<file path="src/rtl/pio_pkg.sv">
package pio_pkg;
    localparam int DW = 8;
    localparam int AW = 8;

    typedef enum logic [2:0] {
        RGN_NONE,
        RGN_RAM,
        RGN_ROM,
        RGN_IOA,
        RGN_IOB,
        RGN_INB
    } pio_region_e;

    typedef enum logic {
        IRQ_IDLE,
        IRQ_PEND
    } irq_state_e;

    function automatic logic [DW-1:0] table_value(input logic [AW-1:0] idx);
        logic [15:0] t;
        t = 16'(idx) * 16'd37 + 16'd5;
        return t[DW-1:0] ^ 8'hA5;
    endfunction
endpackage

</file>
<file path="src/rtl/pio_decode.sv">
module pio_decode
    import pio_pkg::*;
#(
    parameter int          MEM_DEPTH = 64,
    parameter logic [7:0]  IOA_ADDR  = 8'h80,
    parameter logic [7:0]  IOB_ADDR  = 8'hC0,
    parameter logic [7:0]  INB_ADDR  = 8'hCF
) (
    input  logic [AW-1:0] addr,
    output pio_region_e   region
);
    localparam int RAM_END = MEM_DEPTH;
    localparam int ROM_END = 2 * MEM_DEPTH;

    always_comb begin
        if (int'(addr) < RAM_END)      region = RGN_RAM;
        else if (int'(addr) < ROM_END) region = RGN_ROM;
        else if (addr == IOA_ADDR)     region = RGN_IOA;
        else if (addr == IOB_ADDR)     region = RGN_IOB;
        else if (addr == INB_ADDR)     region = RGN_INB;
        else                           region = RGN_NONE;
    end
endmodule

</file>
<file path="src/rtl/pio_ram.sv">
module pio_ram
    import pio_pkg::*;
#(
    parameter int DEPTH = 64,
    localparam int IW   = $clog2(DEPTH)
) (
    input  logic          clk,
    input  logic          rst,
    input  logic          we,
    input  logic [IW-1:0] idx,
    input  logic [DW-1:0] wdata,
    output logic [DW-1:0] rdata
);
    logic [DW-1:0] mem [DEPTH];

    always_ff @(posedge clk) begin
        if (rst) begin
            for (int i = 0; i < DEPTH; i++) mem[i] <= '0;
        end else if (we) begin
            mem[idx] <= wdata;
        end
    end

    assign rdata = mem[idx];
endmodule

</file>
<file path="src/rtl/pio_irq_fsm.sv">
module pio_irq_fsm
    import pio_pkg::*;
(
    input  logic clk,
    input  logic rst,
    input  logic event_in,
    input  logic ack,
    output logic req
);
    irq_state_e state, state_nx;

    always_comb begin
        state_nx = state;
        unique case (state)
            IRQ_IDLE: if (event_in)         state_nx = IRQ_PEND;
            IRQ_PEND: if (ack && !event_in) state_nx = IRQ_IDLE;
            default:                        state_nx = IRQ_IDLE;
        endcase
    end

    always_ff @(posedge clk) begin
        if (rst) state <= IRQ_IDLE;
        else     state <= state_nx;
    end

    always_comb begin
        unique case (state)
            IRQ_PEND: req = 1'b1;
            default:  req = 1'b0;
        endcase
    end
endmodule

</file>
<file path="src/rtl/pio_fabric.sv">
module pio_fabric
    import pio_pkg::*;
#(
    parameter int         MEM_DEPTH = 64,
    parameter logic [7:0] IOA_ADDR  = 8'h80,
    parameter logic [7:0] IOB_ADDR  = 8'hC0,
    parameter logic [7:0] INB_ADDR  = 8'hCF
) (
    input  logic          clk,
    input  logic          rst,
    input  logic [AW-1:0] port_addr,
    input  logic [DW-1:0] wr_data,
    input  logic          wr_strobe,
    input  logic          rd_strobe,
    input  logic          irq_ack,
    input  logic          ext_event,
    input  logic [DW-1:0] ext_in,
    output logic [DW-1:0] rd_data,
    output logic          irq,
    output logic [DW-1:0] io_a_out,
    output logic [DW-1:0] io_b_out
);
    localparam int IW = $clog2(MEM_DEPTH);

    pio_region_e   region;
    logic [DW-1:0] ram_q;
    logic [DW-1:0] rom_q;
    logic [DW-1:0] ioa_q, iob_q, inb_q;
    logic [DW-1:0] rd_mux;

    pio_decode #(
        .MEM_DEPTH (MEM_DEPTH),
        .IOA_ADDR  (IOA_ADDR),
        .IOB_ADDR  (IOB_ADDR),
        .INB_ADDR  (INB_ADDR)
    ) u_decode (
        .addr   (port_addr),
        .region (region)
    );

    pio_ram #(.DEPTH(MEM_DEPTH)) u_ram (
        .clk   (clk),
        .rst   (rst),
        .we    (wr_strobe && region == RGN_RAM),
        .idx   (port_addr[IW-1:0]),
        .wdata (wr_data),
        .rdata (ram_q)
    );

    assign rom_q = table_value(AW'(port_addr[IW-1:0]));

    pio_irq_fsm u_irq (
        .clk      (clk),
        .rst      (rst),
        .event_in (ext_event),
        .ack      (irq_ack),
        .req      (irq)
    );

    always_ff @(posedge clk) begin
        if (rst) begin
            ioa_q <= '0;
            iob_q <= '0;
            inb_q <= '0;
        end else begin
            inb_q <= ext_in;
            if (wr_strobe && region == RGN_IOA) ioa_q <= wr_data;
            if (wr_strobe && region == RGN_IOB) iob_q <= wr_data;
        end
    end

    always_comb begin
        unique case (region)
            RGN_RAM: rd_mux = ram_q;
            RGN_ROM: rd_mux = rom_q;
            RGN_IOA: rd_mux = ioa_q;
            RGN_INB: rd_mux = inb_q;
            default: rd_mux = '0;
        endcase
    end

    always_ff @(posedge clk) begin
        if (rst)            rd_data <= '0;
        else if (rd_strobe) rd_data <= rd_mux;
    end

    assign io_a_out = ioa_q;
    assign io_b_out = iob_q;
endmodule

</file>
<file path="config.mk">
export PLATFORM = sky130hd
export DESIGN_NAME = pio_fabric
export DESIGN_NICKNAME = d
export VERILOG_FILES = /design/src/rtl/pio_pkg.sv /design/src/rtl/pio_decode.sv /design/src/rtl/pio_ram.sv /design/src/rtl/pio_irq_fsm.sv /design/src/rtl/pio_fabric.sv
export SDC_FILE = /design/constraint.sdc
export NUM_CORES = 1
export LEC_CHECK = 0
export ABC_CLOCK_PERIOD_IN_PS = 6850
export BUFFER_PORTS_ARGS = -buffer_cell sky130_fd_sc_hd__buf_4
export CORE_ASPECT_RATIO = 0.7
export CORE_MARGIN = 4
export CORE_UTILIZATION = 35
export DETAILED_ROUTE_END_ITERATION = 16
export PLACE_DENSITY_LB_ADDON = 0.12
export SETUP_SLACK_MARGIN = 0.05
export SLEW_MARGIN = 30
export SYNTH_ARGS = -nofsm -noshare
export SYNTH_HDL_FRONTEND = slang
export SYNTH_SLANG_ARGS = --single-unit
export TNS_END_PERCENT = 100
</file>
<file path="constraint.sdc">
create_clock -name clk -period 6.85 [get_ports clk]
set_input_delay 1.37 -clock clk [delete_from_list [all_inputs] [get_ports clk]]
set_output_delay 1.37 -clock clk [all_outputs]
set_load 0.005 [all_outputs]
</file>
==> results by group, run 1 <==
STA
  – Final Cycle Share: 60.6%
  – Slew at the pin closest to its max-slew limit: 1.00 ns
  – Worst relative slew slack: 33.1%
  – Fin Setup TNS: 0 ns
  – Worst hold margin: 0.502 ns
  – Maximum clock skew at final layout: 0.0131 ns
  – Minimum clock period: 4.15 ns
  – RSZ-0062 raised after global routing: false
  – Final Max Slew Viols: 0
  – Highest achievable clock rate: 0.241 GHz
  – # setup viols final: 0
  – Hold Fails Final Rpt: 0

Yosys
  – Synth Warn #: 0
  – Portion of the post-synthesis area used by sequential elements: 61.7%
  – Post-synth ARST share: 0%
  – Syn avg cell area: 13.8 sq um
  – Distinct cell type count after synthesis: 74
  – Gate Count Post-Synth: 1,883
  – Most instantiated flip-flop cell in the synthesis netlist: edfxtp_1
  – Flop and latch count out of synthesis: 545
  – Syn Nets: 1,931
  – Cell area after technology mapping: 0.0260 sq mm
  – Number of synthesized flops with an enable pin: 512

Global route
  – Maximum number of pins on one net before global-route repair: 69
  – Tot GR Track Use: 20.9%
  – Initial antenna violation count: 2
  – Final global-route overflow total: 0
  – Global-route wire length before repair: 120,000 microns
  – Number of global-route vias before repair: 15.3k

Layout
  – Number of nets in the final layout: 1,926
  – Post-layout instance count excluding filler cells: 2,902
  – Most frequent standard cell in the layout excluding fill and tap cells: and2_1
  – Area growth from synthesis to layout: 11.8%
  – Share of cells above drive strength 1: 16.7%
  – Layout fillers: 6,870
  – Top library cells by usage in the layout, fill and taps aside: and2_1 (514), edfxtp_1 (512), mux2i_1 (111), nor2_1 (100), mux4_2 (76)

Critical path
  – Signal arrival time at the worst endpoint: 4.62 ns
  – Reg2Reg Launch Point: u_ram.mem[22][0]
  – Startpoint Class: input port
  – Data required time of the critical path: 7.31 ns
  – Crit path cell chain: buf_4 > buf_4 > buf_4 > mux4_2 > a221oi_1 > nor2_1 > or3_1 > o221ai_1 > o311ai_1
  – Type of the setup path with the least slack: input port to flip-flop
  – Kind of end point of the critical path: flip-flop
  – Stage delay of the slowest cell on the critical path: 0.58 ns
  – CP max-delay cell: buf_4
  – Critical path origin: port_addr[2]
  – Maximum fanout along the worst path: 38
  – Crit-path most repeated cell: buf_4

Clock tree
  – Cts bufs inserted: 54
  – Number of clock sinks: 545
  – Clock insertion delay at the later pin of the skew report: 0.61 ns
  – Total number of H-tree levels: 2
  – CTS-repair resized insts: 0
  – Hold buffer count at CTS: 0
  – Clock root buffer: clkbuf_16
  – CTS tree: done
  – Clock Path Buffers: 3
  – CTS clock-pin slew for the worst setup and hold paths: 0.07 ns
  – Setup fix buffers added after clock tree synthesis: 0

Place
  – Count of port buffers added during placement: 54
  – Placed insts: 2,799
  – Detailed Place HPWL: 53,100 microns
  – Routability congestion estimate: 0.912

Pwr
  – Combinational share of power: 8.0%
  – Fraction of power consumed by the clock network: 42.6%
  – Worst vdd ir: 0.181 mV
  – Power Density: 270 mW/mm^2
  – Register share of total power: 49.4%
  – Switching power: 1.83 mW
  – Internal power component: 5.99 mW
  – Switching portion of total power: 23.4%
  – Leak: 10.2 nW

Run status
  – Status: complete, no violations

Die
  – Chip Height: 236 microns
  – Initial core utilization: 35.4%
  – Placeable core region: 0.0734 sq mm
  – Die ar.: 0.0787 sq mm
  – Count of standard-cell rows: 83
  – Ports: 55
  – Horizontal extent of the die: 334 microns

Detailed routing
  – Post-route DRC: 0
  – Post-DRT Antenna Nets: 0
  – Total routed wirelength: 83,600 microns
  – Initial drt markers: 1,902
  – Avg WL per Cell: 28.8 microns
  – Vias after detailed routing: 15.8k
  – Vias/cell: 5.46
  – Drt pass-1 iters: 5

Min path
  – Hold crit path type: flip-flop to flip-flop
  – Worst min-delay path startpoint: u_irq.state

Flow run
  – Max cap viols: 0
## state kept, by name, indices dropped and copies added, names as in the netlist
signal / flops
inb_q: 8
io_a_out: 8
io_b_out: 8
rd_data: 8
u_irq.state: 1
u_ram.mem: 512
## critical path: cells and delay by family
family / cells / cell delay, ns
muxes: 1 / 0.41
buffers and inverters: 3 / 1.54
AOI/OAI and AO/OA: 3 / 0.64
and+or+nand+nor: 2 / 0.56
## synth_stat cells (13+ instances only)
master | count | area [sq um]
and2_1 | 514 | 3220
edfxtp_1 | 512 | 15400
mux2i_1 | 111 | 1110
nor2_1 | 100 | 375
clkbuf_1 | 85 | 319
mux4_2 | 76 | 1710
or2_2 | 65 | 407
dfxtp_1 | 33 | 661
nand2_1 | 32 | 120
o22ai_1 | 31 | 194
nand3_1 | 27 | 135
nor3_1 | 26 | 130
a21oi_1 | 24 | 120
a22oi_1 | 24 | 180
buf_2 | 19 | 95.1
buf_4 | 18 | 135
ha_1 | 17 | 213
nor2b_1 | 13 | 81.3
## worst paths after layout
path              cells after the start  slack (ns)          end
hold / removal                        2        0.50  u_irq.state
hold reg to reg                       2        0.50  u_irq.state
setup reg to reg                      5        4.50   rd_data[0]
setup / recovery                      9        2.70   rd_data[6]
## cell type report
class	count	area [sq um]	share of cell area, %
antenna	1	2.50	0.00862
clock buffer	62	1450	4.98
clock inverter	40	514	1.77
inverter	11	41.3	0.142
multi-input combinational	1191	9190	31.7
sequential	545	16000	55.3
tap	977	1220	4.21
timing repair buffer	75	571	1.97
## metrics by stage
step / area, sq um / utilization (%) / power, mW / worst slack, ns
after detailed placement: 27100 / 36.9 / 4.55 / 2.11
after global placement: 27100 / 36.8 / 4.55 / 2.16
final: 29000 / 39.5 / 7.82 / 2.70
after CTS: 29000 / 39.5 / 7.87 / 2.75
after floorplan: 26000 / - / 4.27 / 3.16
after global routing: 29000 / 39.5 / 8.06 / 2.64
## power by group through the flow
stage | sequential, mW | combinational (mW) | clock (mW)
after floorplan | 3.89 | 0.381 | 0
after detailed placement | 3.93 | 0.623 | 0
after global routing | 3.87 | 0.657 | 3.53
after CTS | 3.86 | 0.625 | 3.39
final | 3.86 | 0.627 | 3.33
after global placement | 3.93 | 0.619 | 0
## routing by layer
metal  vias to the layer above  track usage [%]  wire (microns)
met5                         -                0               0
met2                       616             28.3           33700
met1                      8245             34.6           42300
li1                       6897                -               -
met4                         0             3.69            1330
met3                        82             3.78            6240
## cell families (layout without fill, tap and decap cells)
| group | count (synthesis) | after routing | share of synthesized area [%] |
|---|---|---|---|
| buffers and inverters | 147 | 188 | 2.92 |
| other | 0 | 1 | 0 |
| and+or+nand+nor | 830 | 830 | 18.9 |
| xor gates and xnor gates | 10 | 10 | 0.337 |
| AOI/OAI and AO/OA | 139 | 139 | 3.72 |
| DFF | 545 | 545 | 61.7 |
| muxes | 194 | 194 | 11.5 |
| adders and majority gates | 18 | 18 | 0.896 |
(Power assumes the default switching activity.)
==> inputs of run 2 (changes only) <==
--- a/config.mk
+++ b/config.mk
@@ -5,7 +5,7 @@
 export SDC_FILE = /design/constraint.sdc
 export NUM_CORES = 1
 export LEC_CHECK = 0
-export ABC_CLOCK_PERIOD_IN_PS = 6850
+export ABC_CLOCK_PERIOD_IN_PS = 3500
 export BUFFER_PORTS_ARGS = -buffer_cell sky130_fd_sc_hd__buf_4
 export CORE_ASPECT_RATIO = 0.7
 export CORE_MARGIN = 4
==> constraint.sdc (replaced) <==
create_clock -name clk -period 3.5 [get_ports clk]
set_input_delay 0.7 -clock clk [delete_from_list [all_inputs] [get_ports clk]]
set_output_delay 0.7 -clock clk [all_outputs]
set_load 0.005 [all_outputs]
==> results by group, run 2 (synthesis gave the netlist of run 1 again) <==
Die
  – Initial core utilization: 35.4%
  – Die ar.: 0.0787 sq mm
  – Horizontal extent of the die: 334 microns
  – Ports: 55
  – Chip Height: 236 microns
  – Count of standard-cell rows: 83
  – Placeable core region: 0.0734 sq mm

Pwr
  – Combinational share of power: 8.8%
  – Internal power component: 11.3 mW
  – Worst vdd ir: 0.354 mV
  – Register share of total power: 50.7%
  – Switching power: 3.56 mW
  – Fraction of power consumed by the clock network: 40.5%
  – Switching portion of total power: 24.0%
  – Leak: 10.6 nW
  – Power Density: 500 mW/mm^2

STA
  – RSZ-0062 raised after global routing: false
  – Worst relative slew slack: 36.7%
  – Minimum clock period: 2.82 ns
  – Final Max Slew Viols: 0
  – Hold Fails Final Rpt: 0
  – Final Cycle Share: 80.5%
  – Slew at the pin closest to its max-slew limit: 0.950 ns
  – Maximum clock skew at final layout: 0.0328 ns
  – Highest achievable clock rate: 0.355 GHz
  – # setup viols final: 0
  – Setup WS post-layout: 0.681 ns
  – Fin Setup TNS: 0 ns

Global route
  – Final global-route overflow total: 0
  – Number of global-route vias before repair: 15.9k
  – Global-route wire length before repair: 120,000 microns
  – Tot GR Track Use: 21.0%
  – Initial antenna violation count: 2
  – Maximum number of pins on one net before global-route repair: 67

Clock tree
  – Hold buffer count at CTS: 0
  – Total number of H-tree levels: 2
  – CTS clock-pin slew for the worst setup and hold paths: 0.06 ns
  – Cts bufs inserted: 56
  – Clock Path Buffers: 3
  – CTS-repair resized insts: 0
  – Setup fix buffers added after clock tree synthesis: 0
  – Number of clock sinks: 545
  – Clock insertion delay at the later pin of the skew report: 0.64 ns
  – Clock root buffer: clkbuf_16
  – CTS tree: done

Place
  – Count of port buffers added during placement: 54
  – Routability congestion estimate: 0.954
  – Pre-CTS worst setup slack: 0.194 ns
  – Detailed Place HPWL: 55,600 microns

Layout
  – Share of cells above drive strength 1: 20.4%
  – Most flops, register: u_ram.mem
  – Final standard cell utilization of the core: 40.5%
  – Top library cells by usage in the layout, fill and taps aside: and2_1 (514), edfxtp_1 (512), buf_4 (161), mux2i_1 (111), nor2_1 (100)
  – Layout fillers: 6,821
  – Flip-flop count of the largest register, all copies and words added: 512
  – Area of the multi-input gates: 0.00918 sq mm
  – Reg area: 0.0160 sq mm
  – Most frequent standard cell in the layout excluding fill and tap cells: and2_1
  – Number of nets in the final layout: 2,028
  – Area growth from synthesis to layout: 14.6%

Detailed routing
  – Initial drt markers: 1,726
  – Avg WL per Cell: 28.0 microns
  – Vias after detailed routing: 16.2k
  – Vias/cell: 5.39
  – Drt pass-1 iters: 5
  – Post-route DRC: 0
  – Post-DRT Antenna Nets: 0
  – Total routed wirelength: 84,000 microns

Run status
  – Status: complete, no violations

Critical path
  – Type of the setup path with the least slack: input port to flip-flop
  – Signal arrival time at the worst endpoint: 3.30 ns
  – Data required time of the critical path: 3.98 ns
  – Maximum fanout along the worst path: 42
  – Startpoint Class: input port
  – Kind of end point of the critical path: flip-flop

Min path
  – Hold crit path type: input port to flip-flop

Flow run
  – Max cap viols: 0
-- run 2: cell types whose count changed in the layout (fill, tap and decap cells not counted), moves of 5 or more --
| cell | before | now |
|---|---|---|
| buf_12 | 0 | 13 |
| buf_4 | 74 | 161 |
| bufinv_16 | 13 | 4 |
| clkbuf_1 | 5 | 19 |
| clkbuf_2 | 0 | 5 |
| clkinv_1 | 14 | 6 |
| clkinv_2 | 12 | 3 |
-- run 2: power by group through the flow --
stage | Clock [mW] | Combinational, mW | Sequential (mW)
floorplan | 0 | 0.746 | 7.61
global placement | 0 | 1.30 | 7.68
detailed placement | 0 | 1.29 | 7.68
CTS | 6.11 | 1.30 | 7.54
global route | 6.41 | 1.37 | 7.57
finish | 6.02 | 1.30 | 7.55
-- run 2: cell type report --
cell class              count  area share [%]
clock inverters            19           0.706
well taps                 977            4.11
repair buffers            175            4.99
clock buffers              85            5.34
flip-flops and latches    545            53.9
multi-input cells        1191            30.8
inverters                  11           0.139
diodes                      1         0.00841
-- run 2: worst paths after layout --
kind	from	to	slack [ns]	cells after the start
max	port_addr[2]	rd_data[7]	0.68	10
min	ext_event	u_irq.state	0.27	3
max reg2reg	u_ram.mem[59][6]	rd_data[6]	0.99	6
min reg2reg	u_irq.state	u_irq.state	0.49	2
-- run 2: routing by layer --
layer / global-route usage, % / vias to the layer above / share of wire (%)
met5: 0 / - / 0
met4: 4.69 / 0 / 2.1
met3: 4.94 / 93 / 8.0
met2: 29.4 / 610 / 41
met1: 32.8 / 8388 / 49
li1: - / 7090 / -
-- run 2: stage by stage --
step	hold slack, ns	total power, mW	instances	cell area [sq um]
after floorplan	0.479	8.35	1883	26000
after global placement	0.467	8.98	2899	28000
after detailed placement	0.489	8.97	2899	28000
after CTS	0.240	15.0	3003	29800
after global routing	0.290	15.3	3003	29800
final	0.269	14.9	3004	29800
-- run 2: worst max-delay path: stages --
cell and delay, ns:
buf_4 0.11, buf_12 0.29, buf_12 0.29, mux2i_1 0.35, nor3_1 0.15, nor4_1 0.57, a21oi_1 0.15, o31ai_1 0.32
buf_4 0.19, a311oi_1 0.09
